<file path="config.mk">
export PLATFORM = sky130hd
export DESIGN_NAME = nvck_seq
export DESIGN_NICKNAME = d
export VERILOG_FILES = /design/src/rtl/nvck_pkg.sv /design/src/rtl/nvck_fold.sv /design/src/rtl/nvck_ctr.sv /design/src/rtl/nvck_seq.sv
export SDC_FILE = /design/constraint.sdc
export NUM_CORES = 1
export LEC_CHECK = 0
export BUFFER_PORTS_ARGS = -buffer_cell sky130_fd_sc_hd__clkbuf_2
export CAP_MARGIN = 20
export CELL_PAD_IN_SITES_DETAIL_PLACEMENT = 1
export CELL_PAD_IN_SITES_GLOBAL_PLACEMENT = 1
export CORE_ASPECT_RATIO = 1.75
export CORE_MARGIN = 5
export CORE_UTILIZATION = 40
export DETAILED_ROUTE_END_ITERATION = 10
export GPL_TIMING_DRIVEN = 0
export PLACE_DENSITY_LB_ADDON = 0.3
export REMOVE_ABC_BUFFERS = 1
export SLEW_MARGIN = 20
export SYNTH_ARGS = -nofsm -noshare
export SYNTH_HDL_FRONTEND = slang
export SYNTH_HIERARCHICAL = 1
export SYNTH_SLANG_ARGS = --single-unit
</file>
<file path="constraint.sdc">
create_clock -name clk -period 3.3 [get_ports clk]
set_clock_uncertainty 0.05 [all_clocks]
set_input_delay 0.66 -clock clk [delete_from_list [all_inputs] [get_ports clk]]
set_output_delay 0.66 -clock clk [all_outputs]
set_load 0.005 [all_outputs]
</file>
<file path="src/rtl/nvck_pkg.sv">
package nvck_pkg;
  typedef enum logic [2:0] {
    S_IDLE  = 3'd0,
    S_RD0   = 3'd1,
    S_RDN   = 3'd2,
    S_TAIL  = 3'd3,
    S_WRH   = 3'd4,
    S_WRL   = 3'd5,
    S_FIN   = 3'd6
  } nvck_st_e;

  localparam logic [15:0] NVCK_SEED = 16'hFFFF;
endpackage

</file>
<file path="src/rtl/nvck_fold.sv">
module nvck_fold (
  input  logic [15:0] prev,
  input  logic [15:0] word,
  output logic [15:0] nxt
);
  logic [15:0] mix;
  logic [3:0]  lo_n;
  logic [3:0]  hi_n;

  always_comb begin
    mix  = prev ^ word;
    lo_n = mix[3:0];
    hi_n = mix[7:4] ^ lo_n;
    nxt  = {8'h00, prev[15:8]}
         ^ {9'b0, lo_n, 3'b0}
         ^ {4'b0, lo_n, 8'b0}
         ^ {12'b0, hi_n}
         ^ {5'b0, hi_n, 7'b0}
         ^ {hi_n, 12'b0};
  end
endmodule

</file>
<file path="src/rtl/nvck_ctr.sv">
module nvck_ctr #(
  parameter int W = 9
) (
  input  logic         clk,
  input  logic         rst_n,
  input  logic         load,
  input  logic         dec,
  input  logic [W-1:0] ld_val,
  output logic         is_zero,
  output logic         is_one
);
  localparam logic [W-1:0] ONE = W'(1);
  logic [W-1:0] cnt_q;
  logic [W-1:0] cnt_d;
  logic         cnt_en;

  always_comb begin
    cnt_en = load | dec;
    cnt_d  = load ? ld_val : (cnt_q - ONE);
  end

  always_ff @(posedge clk or negedge rst_n) begin
    if (!rst_n)      cnt_q <= '0;
    else if (cnt_en) cnt_q <= cnt_d;
  end

  assign is_zero = (cnt_q == '0);
  assign is_one  = (cnt_q == ONE);

  // no more folds than the rounded count
  p_no_underflow_r3: assert property (@(posedge clk) disable iff (!rst_n)
    (dec && !load) |-> (cnt_q != '0));
endmodule

</file>
<file path="src/rtl/nvck_seq.sv">
module nvck_seq
  import nvck_pkg::*;
#(
  parameter int AW = 8,
  parameter int CW = 9
) (
  input  logic          clk,
  input  logic          rst_n,
  input  logic          go,
  input  logic [AW-1:0] base_addr,
  input  logic [CW-1:0] byte_cnt,
  input  logic          wb_en,
  input  logic [AW-1:0] wb_addr,
  output logic          mem_req,
  output logic          mem_we,
  output logic [AW-1:0] mem_addr,
  output logic [7:0]    mem_wdata,
  input  logic          mem_ack,
  input  logic [7:0]    mem_rdata,
  output logic [15:0]   crc_out,
  output logic          done
);
  localparam logic [AW-1:0] ADDR_ONE = AW'(1);

  nvck_st_e      st_q, st_d, st_after;
  logic [AW-1:0] addr_q, addr_d, wba_q;
  logic [15:0]   crc_q, crc_d, res_q, fold_word, fold_out;
  logic [7:0]    hi_q;
  logic          odd_q, wbe_q;
  logic          hi_en, res_en, cap_en;
  logic          ctr_load, ctr_dec, ctr_zero, ctr_one;
  logic [CW-1:0] even_cnt;

  assign even_cnt = {byte_cnt[CW-1:1], 1'b0};

  nvck_fold u_fold (.prev(crc_q), .word(fold_word), .nxt(fold_out));

  nvck_ctr #(.W(CW)) u_ctr (
    .clk(clk), .rst_n(rst_n), .load(ctr_load), .dec(ctr_dec),
    .ld_val(even_cnt), .is_zero(ctr_zero), .is_one(ctr_one)
  );

  always_comb begin
    case (st_q)
      S_RD0:   fold_word = {mem_rdata, 8'h00};
      S_TAIL:  fold_word = {hi_q, 8'h00};
      default: fold_word = {hi_q, mem_rdata};
    endcase
  end

  always_comb begin
    st_after = wbe_q ? S_WRH : S_FIN;
    st_d     = st_q;
    addr_d   = addr_q;
    crc_d    = crc_q;
    hi_en    = 1'b0;
    cap_en   = 1'b0;
    ctr_load = 1'b0;
    ctr_dec  = 1'b0;
    case (st_q)
      S_IDLE: if (go) begin
        cap_en   = 1'b1;
        ctr_load = 1'b1;
        crc_d    = NVCK_SEED;
        if (byte_cnt == '0) begin
          st_d   = wb_en ? S_WRH : S_FIN;
          addr_d = wb_addr;
        end else begin
          st_d   = S_RD0;
          addr_d = base_addr;
        end
      end
      S_RD0: if (mem_ack) begin
        hi_en  = 1'b1;
        addr_d = addr_q + ADDR_ONE;
        if (ctr_zero) begin
          crc_d = fold_out;
          st_d  = st_after;
          if (wbe_q) addr_d = wba_q;
        end else begin
          st_d = S_RDN;
        end
      end
      S_RDN: if (mem_ack) begin
        hi_en   = 1'b1;
        ctr_dec = 1'b1;
        crc_d   = fold_out;
        addr_d  = addr_q + ADDR_ONE;
        if (ctr_one) begin
          if (odd_q) st_d = S_TAIL;
          else begin
            st_d = st_after;
            if (wbe_q) addr_d = wba_q;
          end
        end
      end
      S_TAIL: begin
        crc_d = fold_out;
        st_d  = st_after;
        if (wbe_q) addr_d = wba_q;
      end
      S_WRH: if (mem_ack) begin
        addr_d = addr_q + ADDR_ONE;
        st_d   = S_WRL;
      end
      S_WRL: if (mem_ack) st_d = S_FIN;
      S_FIN:   st_d = S_IDLE;
      default: st_d = S_IDLE;
    endcase
    res_en = (st_d == S_FIN) && (st_q != S_FIN);
  end

  always_ff @(posedge clk or negedge rst_n) begin
    if (!rst_n) begin
      st_q   <= S_IDLE;
      addr_q <= '0;
      crc_q  <= NVCK_SEED;
    end else begin
      st_q   <= st_d;
      addr_q <= addr_d;
      crc_q  <= crc_d;
    end
  end

  always_ff @(posedge clk or negedge rst_n) begin
    if (!rst_n) begin
      hi_q  <= '0;
      res_q <= NVCK_SEED;
      odd_q <= 1'b0;
      wbe_q <= 1'b0;
      wba_q <= '0;
    end else begin
      if (hi_en)  hi_q  <= mem_rdata;
      if (res_en) res_q <= crc_d;
      if (cap_en) begin
        odd_q <= byte_cnt[0];
        wbe_q <= wb_en;
        wba_q <= wb_addr;
      end
    end
  end

  assign mem_req   = (st_q == S_RD0) || (st_q == S_RDN) || (st_q == S_WRH) || (st_q == S_WRL);
  assign mem_we    = (st_q == S_WRH) || (st_q == S_WRL);
  assign mem_addr  = addr_q;
  assign mem_wdata = (st_q == S_WRH) ? crc_q[15:8] : crc_q[7:0];
  assign crc_out   = res_q;
  assign done      = (st_q == S_FIN);

  // a pending transaction keeps its request, address and direction
  p_req_hold_r6: assert property (@(posedge clk) disable iff (!rst_n)
    (mem_req && !mem_ack) |=> (mem_req && $stable(mem_addr) && $stable(mem_we)));

  // completion is a single-cycle pulse
  p_done_pulse_r9: assert property (@(posedge clk) disable iff (!rst_n)
    done |=> !done);

  // result only moves together with done
  p_out_hold_r9: assert property (@(posedge clk) disable iff (!rst_n)
    !done |-> $stable(crc_out));

  // write data follows the high-then-low order of the held checksum
  p_wr_stable_r8: assert property (@(posedge clk) disable iff (!rst_n)
    (mem_req && mem_we && !mem_ack) |=> $stable(mem_wdata));
endmodule

</file>
==> results.json <==
{
  "start_util_pct": 40.72,
  "rsz0062_at_grt": "false",
  "dp_hpwl_um": 7605,
  "mostFrequentLayoutCell": "clkbuf_2",
  "die-height_um": 139.5,
  "grt_pass1_vias": 3608,
  "antenna_found_initial": 0,
  "combPwrFrac_pct": 48.0,
  "maxSlewViolCount": 0,
  "cts_hold_buffers": 0,
  "core_um2": 9409,
  "wl_per_cell_um": 18.45,
  "cts_tree": "done",
  "setup-tns-final_ps": 0,
  "area_growth_pct": 23.02,
  "max_cap_violations": 0,
  "cts-root-buf": "clkbuf_16",
  "final_area_um2": 4713,
  "firstDrtPassIters": 4,
  "multiInputGateArea_um2": 2155,
  "crit_arrival_ps": 3270,
  "clockBufferDepth": 2,
  "switchingPower_mw": 1.953,
  "power_switching_share_pct": 38.08,
  "p_leak_nw": 2.093,
  "cp.required_ps": 3470,
  "gp_congestion": 0.7689,
  "cp_max_fo": 8,
  "hold_violations": 0,
  "routed_wl_um": 10680,
  "p_per_area_nw_per_um2": 1088,
  "period_share_pct": 93.85,
  "crit_type": "flip-flop to flip-flop",
  "final_cell_mix": "clkbuf_2 (71), nand2_1 (51), nor2_1 (41)",
  "die_x_um": 83.98,
  "htreeDepth": 3,
  "syn_avg_cell_area_um2": 10.06,
  "slew_headroom_pct": 45.44,
  "max-vdd-ir-drop_v": 0.0005207,
  "finalSetupViolCount": 0,
  "intPower_mw": 3.175,
  "drt-initial-drc-count": 68,
  "end_kind": "flip-flop",
  "status": "finished, final reports clean",
  "min_period_ps": 3097,
  "placed_area_um2": 4305,
  "numPortBuffers": 72,
  "seqPwrFrac_pct": 31.9,
  "netlist_area_um2": 3831,
  "num_antenna_cells": 0,
  "drc": 0,
  "clkLatencyLatePin_ps": 330,
  "viasPerCell": 5.465,
  "cts.clk_slew.worst_paths_ps": 60,
  "synthCells": 381,
  "grtUsageTotal_pct": 19.16,
  "io_pins": 73,
  "postRouteAntennaNets": 0,
  "grt_first_pass_wirelength_um": 17950,
  "clkPwrFrac_pct": 20.0,
  "numCtsBuffers": 9,
  "tightest_slew_ps": 812.4,
  "via_count": 3164,
  "grt-ovfl-total": 0,
  "grt_max_degree": 41,
  "rows": 47,
  "yosys_warnings": 6,
  "holdWs_ps": 276.6,
  "min-delay-path-class": "input port to asynchronous set/reset pin",
  "start_kind": "flip-flop",
  "drive_gt1_share_pct": 37.64,
  "dieArea_um2": 11710,
  "clock.fmax_mhz": 322.9,
  "fillers": 1105,
  "nNetsFinal": 493,
  "cts.sink_count": 62,
  "seq_area_um2": 1593
}
==> per-stage QoR <==
stage          utilization, %  cells  worst slack [ps]  power [mW]
6_report                50.09    579             203.1       5.128
5_1_grt                 50.09    579             5.482       5.487
4_1_cts                 49.57    576             108.7       5.159
3_5_place_dp            45.76    559            -525.7       4.050
3_3_place_gp            45.20    557             -1096       3.941
2_1_floorplan               -    363            -14.40       3.280
==> power groups by stage <==
stage	clock network [mW]	registers, mW	logic, mW
after floorplan	0	1.54	1.74
after global placement	0	1.62	2.32
after detailed placement	0	1.64	2.41
after CTS	1.05	1.64	2.47
after global routing	1.08	1.71	2.71
final	1.03	1.64	2.46
==> layout make-up <==
| class | instances | area share [%] |
|---|---|---|
| multi-input cells | 293 | 45.71 |
| flip-flops and latches | 62 | 33.79 |
| repair buffers | 78 | 9.530 |
| clock buffers | 12 | 5.920 |
| well taps | 122 | 3.239 |
| clock inverters | 4 | 1.062 |
| inverters | 8 | 0.7433 |
==> registers in the layout (all words and copies together), names as in the netlist <==
register / count
st_q: 3
crc_out: 16
wba_q: 8
u_ctr/cnt_q: 9
odd_q: 1
wbe_q: 1
mem_addr: 8
crc_q: 16
==> final timing paths <==
kind	startpoint	endpoint	slack [ps]	cells after the start
min	rst_n	u_ctr/cnt_q[2]$_DFFE_PN0P_	280	1
min in group clk	wba_q[2]$_DFFE_PN0P_	wba_q[2]$_DFFE_PN0P_	430	2
min reg2reg	wba_q[2]$_DFFE_PN0P_	wba_q[2]$_DFFE_PN0P_	430	2
max in group asynchronous	rst_n	crc_q[14]$_DFF_PN1_	2320	2
max reg2reg	u_ctr/cnt_q[5]$_DFFE_PN0P_	mem_addr[3]$_DFFE_PN0P_	200	8
max	u_ctr/cnt_q[5]$_DFFE_PN0P_	mem_addr[3]$_DFFE_PN0P_	200	8
==> critical path: stages, from the launching register on <==
cell and delay [ps]:
dfrtp_1 430, or4_1 580, nor4_1 300, and2_1 220, and3b_1 250, nor3_1 80, a211oi_2 540, o21ai_0 210
a211o_1 330
==> routing by layer <==
metal,vias to the layer above,GRT usage (%),wire [µm]
met5,-,0,0
met4,0,10.17,305
met3,21,2.602,399
met2,73,35.71,5903
met1,1580,20.50,4072
li1,1490,-,-
==> timing repair <==
| item | in CTS | in global routing |
|---|---|---|
| setup endpoints to repair | 21 | 17 |
| buffers inserted | 1 | 3 |
| hold endpoints to repair | 0 | 0 |
| pin swaps | 1 | 0 |
| resized for setup | 5 | 1 |
| gates cloned | 0 | 0 |
Power figures use the tool's default switching activity.
